$ cat src/rtl/txg_pkg.sv
package txg_pkg;
  localparam int unsigned DEF_DOM_TO    = 8;
  localparam int unsigned DEF_START_DLY = 4;
  localparam int unsigned DEF_SIL_TO    = 10;
endpackage

$ cat src/rtl/txg_run_cnt.sv
// Saturating run-length counter: counts edges while run_i, clears otherwise.
module txg_run_cnt #(
  parameter int unsigned LIMIT    = 8,
  parameter bit          RST_FULL = 1'b0
) (
  input  logic clk_i,
  input  logic rst_ni,
  input  logic run_i,
  output logic done_o
);
  localparam int unsigned W = $clog2(LIMIT + 1);
  localparam logic [W-1:0] LIM_V = W'(LIMIT);

  logic [W-1:0] cnt_q;

  always_ff @(posedge clk_i or negedge rst_ni) begin
    if (!rst_ni)       cnt_q <= RST_FULL ? LIM_V : '0;
    else if (!run_i)   cnt_q <= '0;
    else if (cnt_q != LIM_V) cnt_q <= cnt_q + 1'b1;
  end

  assign done_o = (cnt_q == LIM_V);

  p_cnt_bound_r3: assert property (@(posedge clk_i) disable iff (!rst_ni)
    cnt_q <= LIM_V);
  p_cnt_clear_r3: assert property (@(posedge clk_i) disable iff (!rst_ni)
    !run_i |=> !done_o);
endmodule

$ cat src/rtl/txg_xcvr_ctrl.sv
module txg_xcvr_ctrl (
  input  logic clk_i,
  input  logic rst_ni,
  input  logic mode_normal_i,
  input  logic ready_i,
  input  logic dom_fault_i,
  input  logic uv_i,
  input  logic txd_i,
  output logic active_o
);
  logic active_q;

  always_ff @(posedge clk_i or negedge rst_ni) begin
    if (!rst_ni) active_q <= 1'b0;
    else active_q <= mode_normal_i && ready_i && !uv_i && !dom_fault_i
                     && (active_q || txd_i);
  end

  assign active_o = active_q;

  // entry only with recessive transmit input
  p_entry_txd_high_r5: assert property (@(posedge clk_i) disable iff (!rst_ni)
    (!active_q && mode_normal_i && !txd_i) |=> !active_q);
  p_leave_standby_r2: assert property (@(posedge clk_i) disable iff (!rst_ni)
    !mode_normal_i |=> !active_q);
endmodule

$ cat src/rtl/txg_stby_mon.sv
module txg_stby_mon #(
  parameter int unsigned SIL_TO = 10
) (
  input  logic clk_i,
  input  logic rst_ni,
  input  logic mode_normal_i,
  input  logic bus_active_i,
  input  logic wake_det_i,
  output logic rxd_force_low_o,
  output logic bias_mid_o
);
  logic wake_q;
  logic silent;

  always_ff @(posedge clk_i or negedge rst_ni) begin
    if (!rst_ni)            wake_q <= 1'b0;
    else if (mode_normal_i) wake_q <= 1'b0;
    else if (wake_det_i)    wake_q <= 1'b1;
  end

  txg_run_cnt #(.LIMIT(SIL_TO), .RST_FULL(1'b1)) u_sil (
    .clk_i  (clk_i),
    .rst_ni (rst_ni),
    .run_i  (!bus_active_i),
    .done_o (silent)
  );

  assign rxd_force_low_o = wake_q && !mode_normal_i;
  assign bias_mid_o      = mode_normal_i || !silent;

  p_wake_latch_r6: assert property (@(posedge clk_i) disable iff (!rst_ni)
    (!mode_normal_i && wake_det_i) |=> (rxd_force_low_o || mode_normal_i));
  p_bias_normal_r7: assert property (@(posedge clk_i) disable iff (!rst_ni)
    mode_normal_i |-> bias_mid_o);
  p_bias_act_r7: assert property (@(posedge clk_i) disable iff (!rst_ni)
    bus_active_i |=> bias_mid_o);
endmodule

$ cat src/rtl/txg_top.sv
module txg_top
  import txg_pkg::*;
#(
  parameter int unsigned DOM_TO    = DEF_DOM_TO,
  parameter int unsigned START_DLY = DEF_START_DLY,
  parameter int unsigned SIL_TO    = DEF_SIL_TO
) (
  input  logic clk_i,
  input  logic rst_ni,
  input  logic mode_normal_i,
  input  logic txd_i,
  input  logic bus_active_i,
  input  logic uv_i,
  input  logic wake_det_i,
  output logic xcvr_en_o,
  output logic cts_o,
  output logic rxd_force_low_o,
  output logic bias_mid_o
);
  logic dom_fault;
  logic ready;
  logic active;

  // fault latch: set after DOM_TO low edges, cleared on first high edge
  txg_run_cnt #(.LIMIT(DOM_TO), .RST_FULL(1'b0)) u_dom (
    .clk_i  (clk_i),
    .rst_ni (rst_ni),
    .run_i  (!txd_i),
    .done_o (dom_fault)
  );

  // startup timer restarts on each Normal entry
  txg_run_cnt #(.LIMIT(START_DLY), .RST_FULL(1'b0)) u_start (
    .clk_i  (clk_i),
    .rst_ni (rst_ni),
    .run_i  (mode_normal_i),
    .done_o (ready)
  );

  txg_xcvr_ctrl u_ctrl (
    .clk_i         (clk_i),
    .rst_ni        (rst_ni),
    .mode_normal_i (mode_normal_i),
    .ready_i       (ready),
    .dom_fault_i   (dom_fault),
    .uv_i          (uv_i),
    .txd_i         (txd_i),
    .active_o      (active)
  );

  txg_stby_mon #(.SIL_TO(SIL_TO)) u_stby (
    .clk_i           (clk_i),
    .rst_ni          (rst_ni),
    .mode_normal_i   (mode_normal_i),
    .bus_active_i    (bus_active_i),
    .wake_det_i      (wake_det_i),
    .rxd_force_low_o (rxd_force_low_o),
    .bias_mid_o      (bias_mid_o)
  );

  assign xcvr_en_o = active;
  assign cts_o     = active && !dom_fault && !uv_i;

  p_cts_en_r1: assert property (@(posedge clk_i) disable iff (!rst_ni)
    cts_o |-> xcvr_en_o);
  p_uv_cts_r4: assert property (@(posedge clk_i) disable iff (!rst_ni)
    uv_i |-> !cts_o);
  p_entry_low_r2: assert property (@(posedge clk_i) disable iff (!rst_ni)
    $rose(mode_normal_i) |-> !cts_o);
  p_dom_cts_r3: assert property (@(posedge clk_i) disable iff (!rst_ni)
    dom_fault |-> !cts_o);
endmodule

$ cat config.mk
export PLATFORM = sky130hd
export DESIGN_NAME = txg_top
export DESIGN_NICKNAME = d
export VERILOG_FILES = /design/src/rtl/txg_pkg.sv /design/src/rtl/txg_run_cnt.sv /design/src/rtl/txg_xcvr_ctrl.sv /design/src/rtl/txg_stby_mon.sv /design/src/rtl/txg_top.sv
export SDC_FILE = /design/constraint.sdc
export NUM_CORES = 1
export LEC_CHECK = 0
export BUFFER_PORTS_ARGS = -buffer_cell sky130_fd_sc_hd__buf_2
export CORE_MARGIN = 10
export CORE_UTILIZATION = 25
export CTS_CLUSTER_SIZE = 30
export DETAILED_ROUTE_END_ITERATION = 16
export RECOVER_POWER = 50
export SYNTH_ARGS = -nofsm -noshare
export SYNTH_HDL_FRONTEND = slang
export SYNTH_HIERARCHICAL = 1
export SYNTH_SLANG_ARGS = --single-unit
$ cat constraint.sdc
create_clock -name clk_i -period 2.44 [get_ports clk_i]
set_input_delay 0.61 -clock clk_i [delete_from_list [all_inputs] [get_ports clk_i]]
set_output_delay 0.61 -clock clk_i [all_outputs]
set_load 0.05 [all_outputs]
==> results.env <==
CAP_VIOL_MAX_COUNT=0
RR_STARTPOINT='u_stby/u_sil/cnt_q[1]$_DFFE_PN1P_'
FIN_SKEW_NS=0.0004507
FINAL_MAX_SLEW_VIOL_COUNT=0
WORST_PATH_MAX_DELAY_CELL='sky130_fd_sc_hd__dfrtp_1'
NUM_IO_PINS=11
SYNTH_AREA_PER_CELL_UM2=10.73
GRT_USAGE_PCT=4.946
CTS_NUM_SINKS=13
CRIT_TYPE='flop to output port'
DRIVE_ABOVE_1_SHARE_PCT=26.51
SYNTH.NET_COUNT=82
DRT_FIRST_PASS_ITERS=4
IR_WORST_VDD_uV=236.1
VIAS_PER_CELL=4.360
CLOCK_TREE.BUFFER_DEPTH=2
ROUTED_WIRELENGTH_MM=1.257
WORST_SETUP_PATH_START_KIND='flop'
TIMING.FINAL.CRIT_PERIOD_NS=2.176
CRITPATHBUFINV=3
NUMBER_OF_DIFFERENT_LIBRARY_CELLS_IN_THE_POST_SYNTHESIS_NETLIST=25
CTS_TREE='built'
DESIGN.CORE.AREA_MM2=0.002805
R2R.WORST_PATH.CELLS=4
CHIPHEIGHT_UM=74.43
YS_FF_LATCH=13
SETUP.REG_TO_REG.WORST_SLACK_NS=1.19
CRIT_PATH_END_KIND='output port'
VIA_COUNT=497
STATUS='complete, no violations'
ANTENNA_VIOLATIONS_BEFORE_REPAIR=0
GR-TOTAL-OVERFLOW=0
FINISH.INSTANCE_AREA_UM2=853.3
RSZ0062_AT_GRT='false'
CTS_HTREE_LEVELS=1
R2R_END='u_stby/u_sil/cnt_q[0]$_DFFE_PN0P_'
CRITICAL-PATH-TOP-DELAY-FAMILY='buffers and inverters'
GRT_START_MAX_NET_PINS=14
DRT_ITER0_DRC=6
SYNTH-WARNING-COUNT=6
NUMBER_OF_GLOBAL_ROUTE_VIAS_BEFORE_REPAIR=507
HOLD_PATH.CLASS='input port to asynchronous set/reset pin'
FIRST_PASS_GRT_WIRE_LENGTH_MM=2.187
POST_DP_CELL_AREA_UM2=829.5
ROWS=19
CRITICAL_PATH_REQUIRED_NS=1.83
POST_CTS.RESIZED_INSTANCES=0
CLOCK_TREE_ROOT='sky130_fd_sc_hd__clkbuf_4'
WORST-SLEW-PIN-TRANSITION_NS=0.7088
TIMING.HOLD.WS_NS=0.3537
SLEW_HEADROOM_PCT=52.75
SYNTH_AREA_UM2=740.7
TIMING.CRITICAL_PATH.SLOWEST_CELL_DELAY_NS=0.37
FLOORPLAN.DIE.WIDTH_UM=74.43
CLOCK_INSERTION_DELAY_WORST_SKEW_NS=0.27
FIN_TNS_SETUP_NS=0
TIMING.FINAL.HOLD_VIOLATIONS=0
ARRIVAL_NS=1.57
DRT.ANTENNA.VIOLATING_NETS=0
CTS_BUFFERS=3
DP_HPWL_UM=992.5
GP_ROUTABILITY_CONGESTION=0.7417
PERIOD_SHARE_PCT=89.16
FINALSETUPVIOLCOUNT=0
CP_MAX_FO=4
ROUTED_WIRE_LENGTH_PER_INSTANCE_UM=11.03
POST_SYNTH_INST_COUNT=69
PORTBUFFERS=10
FP.DIEAREA_MM2=0.005540
AREA.GROWTH.SYNTH_TO_FINAL_PCT=15.20
ANTENNADIODECOUNT=0
P_LEAK_nW=0.4461
P_PER_AREA_mW_PER_MM2=529.6
SEQ_AREA_FRAC_SYNTH_PCT=44.26
DETAIL_ROUTE.DRC_VIOLATIONS=0
NETS=97
MAX_CLOCK_FREQ_MHz=459.7
WORSTPATHCELLLIST='inv_1 -> ha_1 -> nand3b_4 -> inv_1 -> nor3b_2 -> buf_2'
POST_CTS_HOLD_BUFFER_COUNT=0
POST-CTS-SETUP-BUFFERS=0
CLK_PIN_SLEW_WORST_PATHS_NS=0.08
INITIAL_CORE_UTIL_PCT=26.40
CELL_TYPE_WITH_THE_HIGHEST_OCCURRENCE_COUNT_ON_THE_CRITICAL_PATH='sky130_fd_sc_hd__inv_1'
## layout make-up
type	count	area, um^2
fill	297	1952
clock buffer	4	26.28
multi-input combinational	46	375.4
tap	31	38.79
sequential	13	327.8
inverter	10	37.54
timing repair buffer	10	47.55
## placed cells by master (no fill, tap or decap), drive strengths merged
master,count
and2b,1
nand3,3
a31oi,1
xnor2,4
nand2,4
dfstp,2
dfrtp,11
nor2,1
nor4,1
mux2i,2
nor3b,1
clkbuf,6
ha,6
a21oi,2
nand2b,2
o21ai,5
nand3b,3
inv,10
o21ba,1
nor2b,2
and2,5
nand4,2
buf,8
## metrics by stage
stage                     utilization [%]  power [W]  setup WS, ns  std cells
after floorplan                         -  0.0003019        0.3705         69
after global placement              29.57  0.0003216        0.5904        110
after detailed placement            29.57  0.0003256        0.5570        110
after CTS                           30.51  0.0004640        0.2389        114
after global routing                30.42  0.0004811        0.1544        114
final                               30.42  0.0004520        0.2645        114
## routing by layer
| layer | wire, um | global-route usage [%] |
|---|---|---|
| met5 | 0 | 0 |
| met4 | 17 | 2.521 |
| met3 | 86 | 2.128 |
| met2 | 544 | 7.109 |
| met1 | 608 | 6.140 |
## cells by family after synthesis
| family | count (synthesis) | synth area share, % |
|---|---|---|
| and+or+nand+nor | 25 | 25.17 |
| DFF | 13 | 44.26 |
| buffers and inverters | 10 | 5.068 |
| AOI/OAI and AO/OA | 9 | 7.940 |
| adders and majority gates | 6 | 10.13 |
| xor gates and xnor gates | 4 | 4.729 |
| muxes | 2 | 2.703 |
## power breakdown
part / internal, W / total, W / leakage, nW / switching, W
logic: 0.0000328 / 0.0000724 / 0.265 / 0.0000396
registers: 0.000232 / 0.000247 / 0.166 / 0.0000148
clock network: 0.0000634 / 0.000133 / 0.0150 / 0.0000691
total: 0.000328 / 0.000452 / 0.446 / 0.000124
## state kept, by name (all words and copies together) (netlist names)
name,cells
u_ctrl/active_o,1
u_dom/cnt_q,4
u_start/cnt_q,3
u_stby/u_sil/cnt_q,4
u_stby/wake_q,1
## synthesized netlist by cell type, drive strengths merged
cell | count | area, um^2
a21oi | 2 | 10.01
a31oi | 1 | 6.260
and2 | 5 | 33.78
and2b | 1 | 8.760
dfrtp | 11 | 275.3
dfstp | 2 | 52.55
ha | 6 | 75.07
inv | 10 | 37.54
mux2i | 2 | 20.02
nand2 | 4 | 15.01
nand2b | 2 | 12.51
nand3 | 3 | 15.01
nand3b | 3 | 47.55
nand4 | 2 | 12.51
nor2 | 1 | 3.750
nor2b | 2 | 12.51
nor3b | 1 | 12.51
nor4 | 1 | 12.51
o21ai | 5 | 32.53
o21ba | 1 | 10.01
xnor2 | 4 | 35.03
## worst max-delay path by stage
stage	start	to	slack, ns	cells past startpoint
after floorplan	u_dom/cnt_q[0]$_DFFE_PN0P_	cts_o	0.37	5
after global placement	u_dom/cnt_q[0]$_DFFE_PN0P_	cts_o	0.59	6
after detailed placement	u_dom/cnt_q[0]$_DFFE_PN0P_	cts_o	0.56	6
after CTS	u_dom/cnt_q[0]$_DFFE_PN0P_	cts_o	0.24	6
after global routing	u_dom/cnt_q[1]$_DFFE_PN0P_	cts_o	0.15	6
final	u_dom/cnt_q[0]$_DFFE_PN0P_	cts_o	0.26	6
(Power assumes the default switching activity.)
